$ cat config.mk
export PLATFORM = sky130hd
export DESIGN_NAME = flash_status_reader
export DESIGN_NICKNAME = d
export VERILOG_FILES = /design/src/rtl/fsr_pkg.sv /design/src/rtl/fsr_seq.sv /design/src/rtl/fsr_shift.sv /design/src/rtl/fsr_class.sv /design/src/rtl/flash_status_reader.sv
export SDC_FILE = /design/constraint.sdc
export NUM_CORES = 1
export LEC_CHECK = 0
export CAP_MARGIN = 30
export CORE_ASPECT_RATIO = 1.4
export CORE_MARGIN = 2
export CORE_UTILIZATION = 40
export DETAILED_ROUTE_END_ITERATION = 16
export DONT_BUFFER_PORTS = 1
export PLACE_DENSITY = 0.58
export RECOVER_POWER = 25
export SLEW_MARGIN = 30
export SYNTH_ARGS = -nofsm -noshare
export SYNTH_HDL_FRONTEND = slang
export SYNTH_SLANG_ARGS = --single-unit
export TNS_END_PERCENT = 20
$ cat constraint.sdc
create_clock -name clk -period 1.63 [get_ports clk]
set_input_delay 0.489 -clock clk [delete_from_list [all_inputs] [get_ports clk]]
set_output_delay 0.489 -clock clk [all_outputs]
set_load 0.01 [all_outputs]
$ cat src/rtl/fsr_pkg.sv
package fsr_pkg;
   typedef enum logic [1:0] {
      ST_IDLE = 2'd0,
      ST_REQ  = 2'd1,
      ST_XFER = 2'd2,
      ST_REL  = 2'd3
   } fsr_state_t;
endpackage

$ cat src/rtl/fsr_seq.sv
module fsr_seq
   import fsr_pkg::*;
#(
   parameter int          OP_W   = 8,
   parameter int          STAT_W = 8,
   parameter logic [7:0]  OPC_A  = 8'h05,
   parameter logic [7:0]  OPC_B  = 8'h35
) (
   input  logic              clk,
   input  logic              rst,
   input  logic              start_i,
   input  logic              sel_i,
   input  logic              ack_i,
   input  logic              fin_i,
   input  logic [STAT_W-1:0] rx_i,
   output logic              bus_req_o,
   output logic              go_o,
   output logic [OP_W-1:0]   opc_o,
   output logic              done_o,
   output logic [STAT_W-1:0] status_o
);
   fsr_state_t st;

   assign bus_req_o = (st == ST_REQ) || (st == ST_XFER);

   always_ff @(posedge clk) begin
      if (rst) begin
         st       <= ST_IDLE;
         go_o     <= 1'b0;
         done_o   <= 1'b0;
         opc_o    <= OPC_A[OP_W-1:0];
         status_o <= '0;
      end else begin
         go_o   <= 1'b0;
         done_o <= 1'b0;
         case (st)
            ST_IDLE: if (start_i) begin
               opc_o <= sel_i ? OPC_B[OP_W-1:0] : OPC_A[OP_W-1:0];
               st    <= ST_REQ;
            end
            ST_REQ: if (ack_i) begin
               go_o <= 1'b1;
               st   <= ST_XFER;
            end
            ST_XFER: if (fin_i) st <= ST_REL;
            ST_REL: if (ack_i) begin
               done_o   <= 1'b1;
               status_o <= rx_i;
               st       <= ST_IDLE;
            end
            default: st <= ST_IDLE;
         endcase
      end
   end
endmodule

$ cat src/rtl/fsr_shift.sv
module fsr_shift #(
   parameter int CLK_DIV = 4,
   parameter int OP_W    = 8,
   parameter int STAT_W  = 8
) (
   input  logic              clk,
   input  logic              rst,
   input  logic              go_i,
   input  logic [OP_W-1:0]   opc_i,
   input  logic              miso_i,
   output logic              cs_n_o,
   output logic              sclk_o,
   output logic              mosi_o,
   output logic              fin_o,
   output logic [STAT_W-1:0] rx_o
);
   localparam int FRAME = OP_W + STAT_W;
   localparam int PH_W  = (CLK_DIV > 2) ? $clog2(CLK_DIV) : 1;
   localparam int BC_W  = $clog2(FRAME);
   localparam logic [PH_W-1:0] PH_RISE = PH_W'(CLK_DIV/2 - 1);
   localparam logic [PH_W-1:0] PH_LAST = PH_W'(CLK_DIV - 1);
   localparam logic [BC_W-1:0] BC_RX   = BC_W'(OP_W);
   localparam logic [BC_W-1:0] BC_END  = BC_W'(FRAME - 1);

   logic            act;
   logic [PH_W-1:0] ph;
   logic [BC_W-1:0] bc;
   logic [OP_W-1:0] tx;

   always_ff @(posedge clk) begin
      if (rst) begin
         act    <= 1'b0;
         ph     <= '0;
         bc     <= '0;
         tx     <= '1;
         cs_n_o <= 1'b1;
         sclk_o <= 1'b0;
         mosi_o <= 1'b1;
         fin_o  <= 1'b0;
         rx_o   <= '0;
      end else begin
         fin_o <= 1'b0;
         if (go_i && !act) begin
            act    <= 1'b1;
            ph     <= '0;
            bc     <= '0;
            cs_n_o <= 1'b0;
            sclk_o <= 1'b0;
            mosi_o <= opc_i[OP_W-1];
            tx     <= {opc_i[OP_W-2:0], 1'b1};
         end else if (act) begin
            ph <= ph + PH_W'(1);
            if (ph == PH_RISE) begin
               sclk_o <= 1'b1;
               if (bc >= BC_RX) rx_o <= {rx_o[STAT_W-2:0], miso_i};
            end
            if (ph == PH_LAST) begin
               ph     <= '0;
               sclk_o <= 1'b0;
               if (bc == BC_END) begin
                  act    <= 1'b0;
                  cs_n_o <= 1'b1;
                  mosi_o <= 1'b1;
                  fin_o  <= 1'b1;
               end else begin
                  bc     <= bc + BC_W'(1);
                  mosi_o <= tx[OP_W-1];
                  tx     <= {tx[OP_W-2:0], 1'b1};
               end
            end
         end
      end
   end
endmodule

$ cat src/rtl/fsr_class.sv
module fsr_class #(
   parameter int STAT_W   = 8,
   parameter int BUSY_BIT = 0
) (
   input  logic              clk,
   input  logic              rst,
   input  logic              done_i,
   input  logic [STAT_W-1:0] status_i,
   output logic              busy_o,
   output logic              ready_o
);
   always_ff @(posedge clk) begin
      if (rst) begin
         busy_o  <= 1'b0;
         ready_o <= 1'b0;
      end else begin
         busy_o  <= done_i &&  status_i[BUSY_BIT];
         ready_o <= done_i && !status_i[BUSY_BIT];
      end
   end
endmodule

$ cat src/rtl/flash_status_reader.sv
module flash_status_reader #(
   parameter int         CLK_DIV  = 4,
   parameter int         OP_W     = 8,
   parameter int         STAT_W   = 8,
   parameter int         BUSY_BIT = 0,
   parameter logic [7:0] OPC_A    = 8'h05,
   parameter logic [7:0] OPC_B    = 8'h35
) (
   input  logic              clk,
   input  logic              rst,
   input  logic              start_i,
   input  logic              sel_i,
   output logic              bus_req_o,
   input  logic              bus_ack_i,
   output logic              spi_cs_n_o,
   output logic              spi_sclk_o,
   output logic              spi_mosi_o,
   input  logic              spi_miso_i,
   output logic              done_o,
   output logic [STAT_W-1:0] status_o,
   output logic              busy_o,
   output logic              ready_o
);
   generate
      if (CLK_DIV < 2 || (CLK_DIV % 2) != 0) begin : g_bad_div
         $error("CLK_DIV must be even and at least 2");
      end
      if (OP_W < 2 || OP_W > 8) begin : g_bad_op
         $error("OP_W must lie in 2..8");
      end
      if (STAT_W < 2 || BUSY_BIT >= STAT_W || BUSY_BIT < 0) begin : g_bad_stat
         $error("STAT_W must be at least 2 and hold BUSY_BIT");
      end
   endgenerate

   logic              go;
   logic              fin;
   logic [OP_W-1:0]   opc;
   logic [STAT_W-1:0] rx;

   fsr_seq #(.OP_W(OP_W), .STAT_W(STAT_W), .OPC_A(OPC_A), .OPC_B(OPC_B)) u_seq (
      .clk(clk), .rst(rst), .start_i(start_i), .sel_i(sel_i), .ack_i(bus_ack_i),
      .fin_i(fin), .rx_i(rx), .bus_req_o(bus_req_o), .go_o(go), .opc_o(opc),
      .done_o(done_o), .status_o(status_o)
   );

   fsr_shift #(.CLK_DIV(CLK_DIV), .OP_W(OP_W), .STAT_W(STAT_W)) u_shift (
      .clk(clk), .rst(rst), .go_i(go), .opc_i(opc), .miso_i(spi_miso_i),
      .cs_n_o(spi_cs_n_o), .sclk_o(spi_sclk_o), .mosi_o(spi_mosi_o),
      .fin_o(fin), .rx_o(rx)
   );

   fsr_class #(.STAT_W(STAT_W), .BUSY_BIT(BUSY_BIT)) u_class (
      .clk(clk), .rst(rst), .done_i(done_o), .status_i(status_o),
      .busy_o(busy_o), .ready_o(ready_o)
   );
endmodule

Word-level counts from Yosys, hierarchy flattened:

Cells that the tools add are included.

* register bits after elaboration: 48
* input bits: 6
* output and inout port bits: 15
* logic and storage cells: 87

* add/subtract/negate cells: 2
* magnitude comparators: 1
* eq/ne operators: 11
* mux-type cells: 27
* bitwise logic cells: 6
* reduce and logical (&&, ||, !) cells: 24

Operators by type and width (number)
* 8-bit 2-to-1 mux: 4
* 1-bit 2-to-1 mux: 16
* 2-bit 2-to-1 mux: 5
* 3-bit AND reduction: 3
* 2-bit case mux with 4 select lines: 1
* 2-bit AND reduction: 4
* 4-bit AND reduction: 2
* 2-bit nonzero test: 4
* 2-bit == test, second input constant: 3
* 6-bit 2-to-1 mux: 1
* 2-bit != test, second input constant: 3
* 1-bit NOT: 6
* 2-bit OR reduction: 3
* 4-bit by 1-bit adder with 4-bit output, second input constant: 1
* 2-bit by 1-bit == test with 1-bit output, second input constant: 2
* 4-bit == test, second input constant: 1
* 4-bit >= comparator, second input constant: 1
* 2-bit by 1-bit != test with 1-bit output, second input constant: 2
* 4-bit OR reduction: 1
* 1-bit logical AND: 3
* 2-bit by 1-bit adder with 2-bit output, second input constant: 1
* 1-bit zero test: 2
* 2-bit zero test: 1
* 1-bit logical OR: 1

Depth between registers and ports, before layout:

* word-level depth: 5
* mapped depth: 5

Modules after synthesis:

From an unflattened synthesis, not the netlist that was laid out.

* cells, all modules: 198
* area, all modules: 1814.2 sq um

Modules (own cells, without submodules)
* fsr_shift: times used 1, cells each 122, area each 1127.3 sq um, seq. area each 520.5 sq um
* fsr_seq: times used 1, cells each 72, area each 625.6 sq um, seq. area each 260.2 sq um
* fsr_class: times used 1, cells each 4, area each 61.3 sq um, seq. area each 40.0 sq um

Least setup slack after synthesis:

OpenSTA, ideal clock, no wires.

* path type: reg-to-reg
* start: reg u_shift.ph[0]
* end: reg u_shift.tx[6]
* library setup time: 130 ps
* arrival time: 1225 ps
* required time: 1500 ps
* slack: 274 ps
* stages on the path, launching flop included: 6
* cell sequence: dfxtp_1 ha_1 and2_1 buf_4 a2111oi_4 a211oi_2

* cells in the longest elaborated chain, start to end: 3

Ends and longest elaborated chain
* start: declaration: line fsr_shift.sv:26 `logic [PH_W-1:0] ph;`
* start signal: assignment: line fsr_shift.sv:52 `ph <= ph + PH_W'(1);`
* 2-bit == test: line fsr_shift.sv:57 `if (ph == PH_LAST) begin`
* 2-bit nonzero test (no line)
* 3-bit AND reduction (no line)
* end signal: assignment: line fsr_shift.sv:50 `tx <= {opc_i[OP_W-2:0], 1'b1};`
* end signal: assignment: line fsr_shift.sv:68 `tx <= {tx[OP_W-2:0], 1'b1};`
* end: declaration: line fsr_shift.sv:28 `logic [OP_W-1:0] tx;`

No other way between the ends.
A chain may end at the register's enable or synchronous reset.

Worst setup path in the final report:

* start: reg u_seq.st[0]
* end: out bus_req_o

* cells in the longest elaborated chain, start to end: 2
* elaborated cells on any way between the ends: 3
* classes of those cells: 2 x eq/ne; 1 x reduce/logical

Ends and longest elaborated chain
* start: declaration: line fsr_seq.sv:22 `fsr_state_t st;`
* start signal: assignment: line fsr_seq.sv:28 `st <= ST_IDLE;`
* start signal: assignment: line fsr_seq.sv:39 `st <= ST_REQ;`
* start signal: assignment: line fsr_seq.sv:43 `st <= ST_XFER;`
* 2-bit by 1-bit == test with 1-bit output or 2-bit == test (tied branches): line fsr_seq.sv:24 `assign bus_req_o = (st == ST_REQ) || (st == ST_XFER);`
* 1-bit logical OR *: line fsr_seq.sv:24
* end: declaration: line flash_status_reader.sv:13 `output logic bus_req_o,`

Mark *: on every way between the ends. The rest lies on a longest branch, timed or not.

==> impl_results.md <==
- Tcrit/Tclk final: 0.9628
- Root cell of the clock tree: clkbuf_8
- DRT iter0 DRCs: 51
- Cell Rows: 27
- Worst-margin pin slew: 0.3412 ns
- Vias: 1225
- Drt total wl: 3324 um
- Commonest non-fill, non-tap cell in the layout: dfxtp_1
- Area of the core: 3986 um^2
- Final setup vio count: 0
- # hold bufs at CTS: 0
- H-tree levels: 2
- Synthesized area: 1684 um^2
- Slowest cell on the critical path: dfxtp_1
- DIE AREA: 4753 um^2
- Yosys warns: 0
- Post-route cell area: 1824 um^2
- Post-synthesis compound-gate area fraction: 0.1389
- Peak supply drop: 0.0005802 V
- Setup TNS: 0 ns
- I/O Pins: 21
- Post-Place Worst Slack: 0.1751 ns
- CP Cell Sequence: inv_1 > ha_4
- Post-DP HPWL: 2378 um
- Final nets: 193
- Pleak: 0.7359 nW
- Initial antenna violation count: 0
- Gr usage total: 0.1611
- Main combinational cell family by area after synthesis: simple AND/OR/NAND/NOR gates
- N_diodes: 0
- Sw frac: 0.2633
- Clock Sinks: 40
- Clock buffer count from CTS: 5
- Outcome: finished with violations
- P&R area growth vs syn: 8.321%
- CTS tree: built
- Routed Antenna Nets: 0
- Multiplexer share of the synthesized area: 0.05944
- CP Capture Type: output port
- Worst Skew: 0.006453 ns
- Worst-path clk slew: 0.08 ns
- Pint: 1.657 mW
- Post-synthesis adder-cell area fraction: 0.05944
- Worst setup SP type: flop
- Placed Area: 1720 um^2
- Number of buffers added on ports: 0
- Post-Synth XOR/XNOR Area: 0
- Period minus WS final: 1.569 ns
- Fmax: 637.2 MHz
- Final hold violations: 0
- Gpl congestion: 0.8119
- Crit path buffers/inverters: 1
- Crit path required time: 1.14 ns
- Post-Synthesis Cells: 176
- Combinational power share: 0.161
- Initial Util: 0.4225
- Die Ht: 80.78 um
- Residual DRC count: 1
- Pwr dens: 1233 nW/um^2
- Top delay family on crit path: flip-flops
- Sequential-to-total area share from yosys stat: 0.4755
- Final setup margin: 0.06057 ns
- Power share of the clock group: 0.354
- Remaining Overflow, GRT: 0
- RSZ-0062 raised after global routing: no
- Layout cells sized above 1: 0.1111
- Vias in the first global route: 1308
- Final Core Density: 0.4576
- Setup CP Type: reg -> out
- Mapped Avg Cell Area: 9.569 um^2
- Yosys reg bits: 40
- Synth Net Count: 190
- Rel. slew slack: 0.7695
- Max-cap violations: 0
- First-pass GRT wire length: 5733 um
- Largest net degree at the start of global routing: 27
- Post-synthesis simple-gate area fraction: 0.2296
- Chip Width: 58.84 um
- CP peak stage delay: 0.37 ns
- Critical path peak fanout: 3
- Post-synth cell types: 40
- Crit path DAT: 1.08 ns
- Pre-antenna DRT Iters: 12
- Most frequent cells in the layout: 40 x dfxtp_1, 18 x nand2_1, 15 x nand3_1, 15 x a21oi_1, 15 x nor2_1
- Max Buffers Root-to-Sink: 2
- Failing checks: design-rule violations
- Hold/Removal Path Class: in -> reg
- Max-slew violations: 0
- WL/cell: 14.91 um
- Net switching power figure: 592.2 uW
- Vias per cell: 5.493
- Sequential Power Share: 0.485
- Worst-Skew Late Latency: 0.30 ns
- Final hold slack: 0.2547 ns
## worst paths after layout
path,slack (ns),cells after the start,endpoint,from
worst max-delay path,0.06,2,bus_req_o,u_seq.st[0]
worst min-delay path,0.25,1,u_seq.opc_o[4],rst
worst max register to register,0.19,4,u_shift.tx[6],u_shift.bc[1]
worst min register to register,0.46,2,u_seq.opc_o[4],u_seq.opc_o[4]
## per-layer routing
metal	global-route usage	share of wire	wire length, um
met5	0	0	0
met3	0.05573	0.041	136
met2	0.2711	0.53	1761
met1	0.1796	0.41	1362
met4	0.07500	0.019	64
## synth_stat cells
| cell type | n | area (um^2) |
|---|---|---|
| a211oi_2 | 1 | 12.51 |
| buf_6 | 1 | 11.26 |
| nor3_2 | 1 | 10.01 |
| nand4_1 | 1 | 6.260 |
| a221oi_1 | 1 | 8.760 |
| mux2i_1 | 10 | 100.1 |
| a211oi_1 | 3 | 22.52 |
| a21oi_1 | 15 | 75.07 |
| and3_2 | 1 | 7.510 |
| a2111oi_4 | 1 | 27.53 |
| nand2_1 | 17 | 63.81 |
| and4_1 | 2 | 17.52 |
| buf_4 | 1 | 7.510 |
| o211ai_1 | 2 | 15.01 |
| a31oi_1 | 1 | 6.260 |
| o31ai_1 | 1 | 7.510 |
| o21ai_0 | 4 | 20.02 |
| and2_1 | 2 | 12.51 |
| nand3_1 | 15 | 75.07 |
| a41oi_2 | 1 | 16.27 |
| nor2b_2 | 1 | 8.760 |
| nand2_2 | 2 | 12.51 |
| nand3_2 | 1 | 10.01 |
| nor2_1 | 15 | 56.30 |
| clkbuf_1 | 2 | 7.510 |
| buf_2 | 2 | 10.01 |
| and3_1 | 3 | 18.77 |
| or3_1 | 1 | 6.260 |
| nand2b_4 | 1 | 13.76 |
| ha_1 | 8 | 100.1 |
| nand3_4 | 1 | 17.52 |
| o21a_1 | 2 | 15.01 |
| o21bai_1 | 1 | 7.510 |
| inv_1 | 6 | 22.52 |
| and4b_1 | 1 | 10.01 |
| dfxtp_1 | 40 | 800.8 |
| nor3_1 | 4 | 20.02 |
| nor3b_1 | 1 | 7.510 |
| buf_1 | 1 | 3.750 |
| nand2b_1 | 2 | 12.51 |
## through the flow
step	std cells	power, mW
after global placement	215	1.411
after global routing	223	2.377
after CTS	223	2.249
final	223	2.249
after floorplan	176	1.375
after detailed placement	215	1.437
## what timing repair did
| action | CTS | global route |
|---|---|---|
| setup endpoints to repair | 0 | 2 |
| endpoints found under the hold margin | 0 | 0 |
| gates resized for setup | 0 | 2 |
| setup buffers | 0 | 0 |
## registers in the layout (all words and copies together), names as in the netlist, 2 cells and up
| signal | flops |
|---|---|
| u_seq.st | 2 |
| u_seq.status_o | 8 |
| u_shift.bc | 4 |
| u_shift.ph | 2 |
| u_shift.rx_o | 8 |
| u_shift.tx | 6 |
## worst reg2reg max path, cell delays in order, from the launching register on
cell and delay, ns:
dfxtp_1 0.38, ha_1 0.32, nand3_4 0.16, a2111oi_4 0.40
a211oi_2 0.06
## cell type report
class	instances	area, um^2
Fill cell	401	2162
Sequential cell	40	800.8
Clock inverter	2	35.03
Tap cell	43	53.80
Timing Repair Buffer	3	22.52
Inverter	6	22.52
Multi-Input combinational cell	123	817.0
Clock buffer	6	72.57
## kinds of logic (layout without fill, tap and decap cells)
group | after synthesis | after routing
buffers and inverters | 13 | 17
DFF | 40 | 40
muxes | 10 | 10
adders and majority gates | 8 | 8
AOI/OAI and AO/OA | 33 | 33
and+or+nand+nor | 72 | 72
## power groups by stage
stage / Clock (mW) / Combinational [mW] / Sequential, mW
after floorplan: 0 / 0.273 / 1.10
after global placement: 0 / 0.298 / 1.11
after detailed placement: 0 / 0.319 / 1.12
after CTS: 0.824 / 0.330 / 1.10
after global routing: 0.864 / 0.412 / 1.10
final: 0.796 / 0.362 / 1.09
Note: power is estimated with default switching activity, not from simulation.
